`config.mk`:
```
export PLATFORM = sky130hd
export DESIGN_NAME = fwd_unit
export DESIGN_NICKNAME = d
export VERILOG_FILES = /design/src/rtl/fwd_pkg.sv /design/src/rtl/fwd_detect.sv /design/src/rtl/fwd_mux.sv /design/src/rtl/fwd_unit.sv
export SDC_FILE = /design/constraint.sdc
export NUM_CORES = 1
export LEC_CHECK = 0
export ABC_AREA = 1
export BUFFER_PORTS_ARGS = -buffer_cell sky130_fd_sc_hd__buf_2
export CORE_AREA = 2 2 84 86
export DETAILED_ROUTE_END_ITERATION = 10
export DIE_AREA = 0 0 86 88
export MAX_ROUTING_LAYER = met4
export PLACE_DENSITY = 0.74
export SYNTH_ARGS = -nofsm -noshare
export SYNTH_HDL_FRONTEND = slang
export SYNTH_SLANG_ARGS = --single-unit
```
`constraint.sdc`:
```
create_clock -name vclk -period 1.65
set_clock_uncertainty 0.2 [all_clocks]
set_input_delay 0.2475 -clock vclk [all_inputs]
set_output_delay 0.2475 -clock vclk [all_outputs]
set_load 0.01 [all_outputs]
```
`src/rtl/fwd_pkg.sv`:
```
package fwd_pkg;
  localparam int REG_W_DEF  = 5;
  localparam int DATA_W_DEF = 32;
  localparam int NUM_OPS    = 2;

  typedef enum logic [1:0] {
    SEL_RF = 2'b00,
    SEL_WB = 2'b01,
    SEL_EX = 2'b10
  } fwd_sel_e;
endpackage

```
`src/rtl/fwd_detect.sv`:
```
module fwd_detect
  import fwd_pkg::*;
#(
  parameter int REG_W = REG_W_DEF
) (
  input  logic [REG_W-1:0] src,
  input  logic [REG_W-1:0] exm_rd,
  input  logic             exm_wr,
  input  logic [REG_W-1:0] mwb_rd,
  input  logic             mwb_wr,
  output logic [1:0]       sel
);
  localparam logic [REG_W-1:0] ZERO_REG = '0;

  logic ex_hit;
  logic wb_hit;

  always_comb begin
    ex_hit = exm_wr && (exm_rd != ZERO_REG) && (exm_rd == src);
    wb_hit = mwb_wr && (mwb_rd != ZERO_REG) && (mwb_rd == src);
    if (ex_hit)      sel = SEL_EX;
    else if (wb_hit) sel = SEL_WB;
    else             sel = SEL_RF;
  end
endmodule

```
`src/rtl/fwd_mux.sv`:
```
module fwd_mux
  import fwd_pkg::*;
#(
  parameter int DATA_W = DATA_W_DEF
) (
  input  logic [1:0]        sel,
  input  logic [DATA_W-1:0] rf_val,
  input  logic [DATA_W-1:0] ex_val,
  input  logic [DATA_W-1:0] wb_val,
  output logic [DATA_W-1:0] out_val
);
  always_comb begin
    case (sel)
      SEL_EX:  out_val = ex_val;
      SEL_WB:  out_val = wb_val;
      default: out_val = rf_val;
    endcase
  end
endmodule

```
`src/rtl/fwd_unit.sv`:
```
module fwd_unit
  import fwd_pkg::*;
#(
  parameter int REG_W  = REG_W_DEF,
  parameter int DATA_W = DATA_W_DEF
) (
  input  logic [REG_W-1:0]  id_rs,
  input  logic [REG_W-1:0]  id_rt,
  input  logic [DATA_W-1:0] rf_rs_data,
  input  logic [DATA_W-1:0] rf_rt_data,
  input  logic [REG_W-1:0]  exm_rd,
  input  logic              exm_wr,
  input  logic [DATA_W-1:0] exm_alu,
  input  logic [REG_W-1:0]  mwb_rd,
  input  logic              mwb_wr,
  input  logic [DATA_W-1:0] mwb_data,
  output logic [1:0]        fwd_a_sel,
  output logic [1:0]        fwd_b_sel,
  output logic [DATA_W-1:0] op_a,
  output logic [DATA_W-1:0] op_b
);
  logic [NUM_OPS-1:0][REG_W-1:0]  src;
  logic [NUM_OPS-1:0][DATA_W-1:0] rf_val;
  logic [NUM_OPS-1:0][1:0]        sel;
  logic [NUM_OPS-1:0][DATA_W-1:0] opv;

  assign src[0]    = id_rs;
  assign src[1]    = id_rt;
  assign rf_val[0] = rf_rs_data;
  assign rf_val[1] = rf_rt_data;

  for (genvar g = 0; g < NUM_OPS; g++) begin : g_op
    fwd_detect #(.REG_W(REG_W)) u_det (
      .src    (src[g]),
      .exm_rd (exm_rd),
      .exm_wr (exm_wr),
      .mwb_rd (mwb_rd),
      .mwb_wr (mwb_wr),
      .sel    (sel[g])
    );
    fwd_mux #(.DATA_W(DATA_W)) u_mux (
      .sel     (sel[g]),
      .rf_val  (rf_val[g]),
      .ex_val  (exm_alu),
      .wb_val  (mwb_data),
      .out_val (opv[g])
    );
  end

  assign fwd_a_sel = sel[0];
  assign fwd_b_sel = sel[1];
  assign op_a      = opv[0];
  assign op_b      = opv[1];

  // Checks across the detector and multiplexer instances.
  always_comb begin
    // operand agrees with the code chosen by the detector
    assert_oper_a_route_R1: assert (fwd_a_sel != 2'b01 || op_a == mwb_data);
    assert_oper_b_route_R1: assert (fwd_b_sel != 2'b10 || op_b == exm_alu);
    // younger-stage match on first source forces the EX code
    assert_a_ex_match_R2: assert (!(exm_wr && exm_rd != '0 && exm_rd == id_rs) || fwd_a_sel == 2'b10);
    // same on second source
    assert_b_ex_match_R3: assert (!(exm_wr && exm_rd != '0 && exm_rd == id_rt) || fwd_b_sel == 2'b10);
    // register 0 alone never forwards
    assert_zero_reg_R6: assert (!(exm_rd == '0 && mwb_rd == '0) || (fwd_a_sel == 2'b00 && fwd_b_sel == 2'b00));
    // with both enables low nothing forwards
    assert_no_wr_R7: assert (exm_wr || mwb_wr || (op_a == rf_rs_data && op_b == rf_rt_data));
    // unused code never appears
    assert_no_code3_R8: assert (fwd_a_sel != 2'b11 && fwd_b_sel != 2'b11);
  end
endmodule

```
==> results.yml, run 1 <==
sta:
  setup_viol: 68
  worst_slew_pin_slew_ps: 253
  relSlewSlack_pct: 83.1
  final_max_slew_viol_count: 0
  hold_ws_ps: 602
  fin_crit_ps: 1970
  finalCritPeriodShare_pct: 119
  hold_viol: 0
  rsz0062_at_grt: "yes"
  max_freq_ghz: 0.507
  fin_ws_ps: -322
detailed_routing:
  avgViaCountPerCell: 5.64
  firstDrtPassIters: 4
  post_drt_wl_per_cell_um: 17.6
  drt-initial-drc-count: 284
  wirelength_mm: 12.1
  ant_nets: 0
  vias: 3883
  route.detailed.drc: 0
power_and_ir_drop:
  p_per_area_nw_per_um2: 221
  p_leak_uw: 0.00244
  irDropWorstVdd_mv: 0.146
  total_power_uw: 1020
yosys:
  ys_seq_area_share_pct: 0
  avgSynthCellArea_um2: 5.30
  syn-instance-count: 389
  yosysWarningCount: 0
  syn-num-nets: 539
  netlist_area_um2: 2060
  synth.distinct_cells: 18
placement:
  dp.cells: 673
  hpwlAfterDp_mm: 7.28
  port_buffers: 218
  gp_congestion: 0.866
global_route:
  gr-total-overflow: 0
  grt_use_met2_pct: 44.4
  grt_pass1_wl_mm: 14.8
  grt_use_met1_pct: 28.8
  met3_usage_pct: 2.73
  antenna_found_initial: 0
  track_usage_pct: 24.3
  grt_max_degree: 39
  grt_pass1_vias: 3253
  top_usage_layer: "met2"
floorplan:
  die_w_um: 86
  die_y_um: 88
  die_area_um2: 7570
  io_pins: 218
  coreArea_um2: 6640
  start_util_pct: 31.0
  rows: 30
critical_path:
  critPathLaunchType: "input pin"
  critPathRequiredTime_ps: 1200
  path_class: "in2out"
  worst_setup_path_end_kind: "output pin"
  crit_arrival_ps: 1520
  cp-startpoint: "id_rs[0]"
  critPathMaxFanout: 23
final_layout:
  antenna_cells: 0
  clockBufferCount: 0
  final_cell_mix: "164 x buf_2, 105 x nand3_1, 88 x nand3_2, 53 x nand2_1"
  stdcell_count: 689
  area_growth_pct: 125
  drive_gt1_share_pct: 70.4
  design.seq.count: 0
  final_common_cell: "buf_2"
  num-nets-final: 761
  seqCellArea_um2: 0
clock_network:
  cts_hold_buf: 0
flow_run:
  maxCapViolCount: 0
run_status:
  violations: "setup timing"
  status: "finished with violations"
hold_path:
  hold_path.startpoint: "exm_alu[11]"
  hold_class: "in2out"
## synth_stat cells, drive strengths merged
master / n / area (µm²)
clkbuf: 1 / 13.8
xnor2: 6 / 52.6
nand3b: 1 / 7.51
nor2: 18 / 87.6
inv: 17 / 63.8
nor2b: 2 / 12.5
nand2: 106 / 400
buf: 33 / 300
xor2: 6 / 52.6
nand3: 199 / 1070
## worst paths after layout
check	to	depth (start not counted)	slack [ps]
max	op_a[8]	10	-320
min	op_a[11]	4	600
## worst max-delay path, stage by stage
cell and delay, ps:
buf_6 110, xnor2_2 130, nand2_1 90, nor2_2 150, nand3_4 140, buf_6 150
buf_12 150, nand3_1 120, nand3_2 90, buf_6 130
## final cells by class
type	instances	area (µm²)
tap	80	100
fill	500	2000
multi-input combinational	338	2350
inverter	17	83.8
timing repair buffer	254	2110
## power by group
part	internal (µW)	switching, µW
Clock	0	0
Sequential	0	0
Combinational	523	500
Total	523	500
## cell families after synthesis
| group | Yosys count | share of synthesized area, % |
|---|---|---|
| xor gates and xnor gates | 12 | 5.10 |
| and+or+nand+nor | 326 | 76.6 |
| buffers and inverters | 51 | 18.3 |
## metrics by stage
| step | instance area (µm²) | util, % | TNS (ps) | worst slack (ps) |
|---|---|---|---|---|
| after CTS | 3720 | 56.0 | -14680 | -248 |
| after global routing | 4640 | 69.8 | -22330 | -394 |
| final | 4640 | 69.8 | -17170 | -322 |
| after detailed placement | 3280 | 49.4 | -17420 | -316 |
| after global placement | 3280 | 49.4 | -15320 | -270 |
| after floorplan | 2060 | - | 0 | 59.7 |
## layer usage
metal  wire, µm  up-vias
li1           -     1778
met1       4440     1782
met2       6190      290
met3       1200       33
met4        307        0
met5          0        -
## timing repair
action / 4_1_cts / 5_1_grt
buffers inserted: 7 / 1
endpoints found under the hold margin: 0 / 0
resized for setup: 60 / 189
cloned: 5 / 6
pin swaps: 6 / 38
endpoints found under the setup margin: 68 / 68
Power figures use the tool's default switching activity.
==> run 2: changes to the inputs <==
CORE_AREA = 2 2 85 87   (was 2 2 84 86)
DIE_AREA = 0 0 87 89   (was 0 0 86 88)
PLACE_DENSITY = 0.72   (was 0.74)
clock period = 1.9 ns   (was 1.65 ns; I/O delays follow)
==> run 2 against run 1 <==
Worst hold slack gained 74 ps. Routed wire length grew 44%. Combinational power rose by 9.8%. Cell area is 26% higher. Largest power group unchanged. Via count increased by 15%. The run still ends with setup timing left. Cell count increased by 3.6%. Non-clock buffer count increased by 23. Highest routed layer unchanged. Clock-buffer cell count unchanged.
==> results.yml, run 2 (synthesis gave the netlist of run 1 again) <==
sta:
  worst_slew_pin_slew_ps: 282
  rsz0062_at_grt: "yes"
  final_max_slew_viol_count: 0
  setup_viol: 67
  relSlewSlack_pct: 81.2
  max_freq_ghz: 0.453
  hold_viol: 0
  fin_ws_ps: -306
  tns_ps: -9470
  finalCritPeriodShare_pct: 116
  fin_crit_ps: 2210
critical_path:
  crit_path_max_incr_delay_ps: 200
  critPathRequiredTime_ps: 1410
  path_class: "in2out"
  critPathLaunchType: "input pin"
  worst_setup_path_end_kind: "output pin"
  crit_arrival_ps: 1720
  cp_cell_sequence: "buf_6, inv_2, nand2_2, nand2_2, nand2_2, nor2_4, nand3_4, buf_6, buf_6, nand3_1, nand3_1, buf_2"
  critPathMaxFanout: 6
  cp_slowest_cell: "nand3_1"
  cp-startpoint: "id_rt[1]"
global_route:
  track_usage_pct: 23.0
  gr-total-overflow: 0
  grt_max_degree: 50
  grt_pass1_wl_mm: 14.2
  antenna_found_initial: 0
  grt_pass1_vias: 3111
detailed_routing:
  avgViaCountPerCell: 6.26
  ant_nets: 0
  vias: 4471
  highest_layer: "met4"
  drt-met1-wl_mm: 5.82
  drt-initial-drc-count: 487
  wl_met2_mm: 8.51
  post_drt_wl_per_cell_um: 24.5
  firstDrtPassIters: 5
  route.detailed.drc: 0
  wl_met3_mm: 1.83
  wirelength_mm: 17.5
placement:
  port_buffers: 218
  hpwlAfterDp_mm: 7.75
  dp.cells: 672
  gp_congestion: 0.926
power_and_ir_drop:
  p_int_uw: 556
  power_frac_clock_pct: 0
  swShare_pct: 50.3
  total_power_uw: 1120
  comb_power_share_pct: 100.0
  p_seq_share_pct: 0
  irDropWorstVdd_mv: 0.132
  switchingPower_uw: 562
  p_leak_uw: 0.00305
  p_per_area_nw_per_um2: 192
final_layout:
  stdcell_count: 714
  final_common_cell: "buf_2"
  design.seq.count: 0
  seqCellArea_um2: 0
  num-nets-final: 784
  clockBufferCount: 0
  final_cell_mix: "151 x buf_2, 106 x nand3_2, 71 x buf_6, 63 x nand3_1, 49 x nand2_1"
  area_growth_pct: 183
  drive_gt1_share_pct: 80.4
flow_run:
  maxCapViolCount: 0
floorplan:
  die_area_um2: 7740
  die_y_um: 89
  coreArea_um2: 6720
  rows: 30
  io_pins: 218
  start_util_pct: 30.7
  die_w_um: 87
hold_path:
  hold_class: "in2out"
  hold_path.startpoint: "exm_alu[19]"
run_status:
  status: "finished with violations"
  violations: "setup timing"
clock_network:
  cts_hold_buf: 0
==> run 2: cell count changes in the layout (fill, tap and decap cells not counted), moves of 6 or more <==
cell and change:
buf_6 +22, nand2_2 -28, nand3_1 -42, nand3_4 +24, nand3_2 +18, buf_2 -13, nor2_4 +6, clkbuf_16 +16
nand2_4 +32
==> run 2: path summary, 6_finish.rpt <==
path	endpoint	slack, ps	cells after the start
worst max-delay path	op_b[18]	-310	12
worst min-delay path	op_a[19]	680	4
==> run 2: stage by stage <==
stage               worst slack (ps)  hold WS, ps  area (µm²)  util, %
finish                          -306          676        5840     86.9
global route                    -391          688        5830     86.8
CTS                            -95.3          689        3310     49.2
detailed placement              -137          688        3240     48.2
global placement               -85.8          684        3240     48.2
floorplan                        235          515        2060        -
==> run 2: layout make-up <==
class	instances	area, µm²
multi-input combinational	338	3000
tap	80	100
antenna	2	5.00
inverter	17	93.8
timing repair buffer	277	2640
fill	352	883
==> run 2: power groups by stage <==
stage | Clock [µW] | Sequential [µW] | Combinational, µW
after global routing | 0 | 0 | 1170
after global placement | 0 | 0 | 625
after floorplan | 0 | 0 | 293
after detailed placement | 0 | 0 | 635
final | 0.000141 | 0 | 1120
after CTS | 0 | 0 | 652
==> run 2: what timing repair did <==
action,in CTS,in global routing
endpoints found under the setup margin,65,67
buffers inserted,0,11
gates resized for setup,20,389
gates cloned,0,30
pin swaps,4,76
==> run 2: critical path: cells and delay by family <==
| family | cells | cell delay [ps] |
|---|---|---|
| buffers and inverters | 5 | 660 |
| AND/OR/NAND/NOR | 7 | 770 |
==> run 2: routing by layer <==
| layer | vias to the layer above | GRT usage [%] |
|---|---|---|
| met5 | - | - |
| met4 | 0 | 5.82 |
| met3 | 156 | 1.48 |
| met2 | 446 | 41.2 |
| met1 | 2041 | 28.0 |
| li1 | 1828 | - |
==> run 3: changes to the inputs <==
ABC_AREA = not set   (was 1)
CORE_AREA = 2 2 84 86   (was 2 2 85 87)
DIE_AREA = 0 0 86 88   (was 0 0 87 89)
PLACE_DENSITY = 0.76   (was 0.72)
==> run 3 against run 2 <==
Largest cell class unchanged. Cell count down 6.0%. Global-route usage up 10 points. Fmax down 8.6%. Worst hold slack better by 54 ps. Synthesized cell count down 6.9%. Setup slack worse by 210 ps. The flow still finishes with violations (setup timing). Critical endpoint is now op_a[21]. Highest routed layer unchanged. Sequential share of layout area unchanged. Synthesized area up 7.3%. Via count down 0.16%. Clock-buffer cell count unchanged.
==> results.yml, run 3 <==
run_status:
  status: "finished with violations"
  violations: "setup timing"
detailed_routing:
  vias: 4464
  route.detailed.drc: 0
  ant_nets: 0
  firstDrtPassIters: 5
  wirelength_mm: 14.0
  drt-initial-drc-count: 475
  post_drt_wl_per_cell_um: 20.9
  avgViaCountPerCell: 6.65
placement:
  dp.cells: 658
  hpwlAfterDp_mm: 9.78
  gp_congestion: 0.927
  port_buffers: 218
final_layout:
  stdcell_count: 671
  area_growth_pct: 97.0
  design.seq.count: 0
  fillCellCount: 593
  antenna_cells: 0
  num-nets-final: 743
  fin_util_pct: 65.6
  final_cell_mix: "212 x buf_2, 66 x nand4_1, 63 x nor3_1, 52 x a31oi_1"
  seqCellArea_um2: 0
  drive_gt1_share_pct: 58.2
  final_common_cell: "buf_2"
  multi_input_area_um2: 2220
  clockBufferCount: 0
sta:
  fin_crit_ps: 2410
  worst_slew_pin_slew_ps: 373
  max_freq_ghz: 0.414
  hold_ws_ps: 730
  finalCritPeriodShare_pct: 127
  setup_viol: 68
  rsz0062_at_grt: "yes"
  fin_ws_ps: -513
  hold_viol: 0
  relSlewSlack_pct: 74.9
  final_max_slew_viol_count: 0
critical_path:
  critPathMaxFanout: 9
  critPathLaunchType: "input pin"
  crit_buf_inv: 4
  crit_arrival_ps: 1930
  cp_slowest_cell: "or4_4"
  critPathRequiredTime_ps: 1410
  path_class: "in2out"
  crit_family: "buffers and inverters"
  cpMostUsedCell: "buf_12"
  cp_cell_sequence: "buf_6, or4_4, o21ai_4, buf_12, buf_12, o31ai_2, a31oi_1, buf_2"
  worst_setup_path_end_kind: "output pin"
  crit_path_max_incr_delay_ps: 550
yosys:
  yosysWarningCount: 0
  syn-instance-count: 362
  netlist_area_um2: 2210
  ys_seq_area_share_pct: 0
  synthTopCellsByArea: "o31ai_1 22%, nand4_1 19%, a31oi_1 18%"
  yosysTopAreaCell: "o31ai_1"
  synthTopCellsByCount: "66 x nand4_1, 66 x nor3_1, 64 x a31oi_1, 64 x o31ai_1, 42 x clkbuf_1"
  synth.distinct_cells: 21
  yosys.area.top_type_share_pct: 21.7
  avgSynthCellArea_um2: 6.11
  syn-num-nets: 512
flow_run:
  maxCapViolCount: 0
global_route:
  grt_pass1_vias: 4062
  track_usage_pct: 33.4
  grt_pass1_wl_mm: 20.0
  antenna_found_initial: 0
  grt_max_degree: 30
  gr-total-overflow: 0
clock_network:
  cts_hold_buf: 0
floorplan:
  die_area_um2: 7570
  start_util_pct: 33.3
  rows: 30
  io_pins: 218
  die_y_um: 88
  die_w_um: 86
  coreArea_um2: 6640
power_and_ir_drop:
  p_leak_uw: 0.00176
  total_power_uw: 1220
  irDropWorstVdd_mv: 0.178
  p_per_area_nw_per_um2: 280
hold_path:
  holdPathEnd: "op_b[7]"
  hold_class: "in2out"
  hold_path.startpoint: "rf_rt_data[7]"
  hold-path-cell-count: 4
[run 3: cell count changes after synthesis, moves of 10 or more]
cell	delta
a31oi_1	+64
buf_6	-20
clkbuf_1	+42
inv_1	-11
nand2_1	-105
nand3_1	-187
nand3_2	-10
nand4_1	+66
nor2_1	-12
nor3_1	+66
o31ai_1	+64
[run 3: metal layers]
| layer | global-route usage, % | part of all wire [%] | up-vias |
|---|---|---|---|
| met5 | - | 0 | - |
| li1 | - | - | 1973 |
| met2 | 57.4 | 48 | 388 |
| met1 | 41.4 | 37 | 2053 |
| met4 | 9.96 | 3.6 | 0 |
| met3 | 3.02 | 11 | 50 |
[run 3: worst max-delay path by stage]
stage                     startpoint       end  cells past startpoint
after floorplan            exm_rd[4]  op_b[10]                      5
after global placement     exm_rd[4]  op_b[14]                      7
after detailed placement   exm_rd[4]  op_b[14]                      7
after CTS                  mwb_rd[0]  op_b[14]                      8
after global routing       mwb_rd[2]   op_a[3]                      8
final                      mwb_rd[2]  op_a[21]                      8
[run 3: kinds of logic (layout without fill, tap and decap cells)]
kind of cell / count (synthesis) / after routing / synth area share [%]
xor gates and xnor gates: 20 / 20 / 7.91
buffers and inverters: 66 / 295 / 13.0
AOI/OAI and AO/OA: 132 / 132 / 41.5
and+or+nand+nor: 144 / 144 / 37.6
[run 3: what timing repair did]
action / 4_1_cts / 5_1_grt
buffers inserted: 6 / 0
gates resized for setup: 28 / 26
pin swaps: 3 / 15
cloned: 2 / 6
setup endpoints to repair: 68 / 68
[run 3: through the flow]
step / cell area [µm²] / worst slack (ps) / TNS (ps)
final: 4360 / -513 / -30740
after detailed placement: 3860 / -560 / -31340
after global placement: 3860 / -537 / -30180
after global routing: 4360 / -540 / -33070
after floorplan: 2450 / -188 / -11640
after CTS: 4100 / -482 / -28430
[run 3: cell type report]
class,instances,area share (%)
Inverter,2,0.344
Multi-Input combinational cell,296,51.0
Timing Repair Buffer,293,46.4
Tap cell,80,2.30
[run 3: tightest hold or removal path, cell delays in order]
cell and delay [ps]:
buf_2 100, o31ai_1 50, a31oi_1 70, buf_2 140
[run 3: power breakdown]
part	leakage [µW]	internal, µW	switching [µW]
Combinational	0.00176	539	682
Clock	0	0	0
Sequential	0	0	0
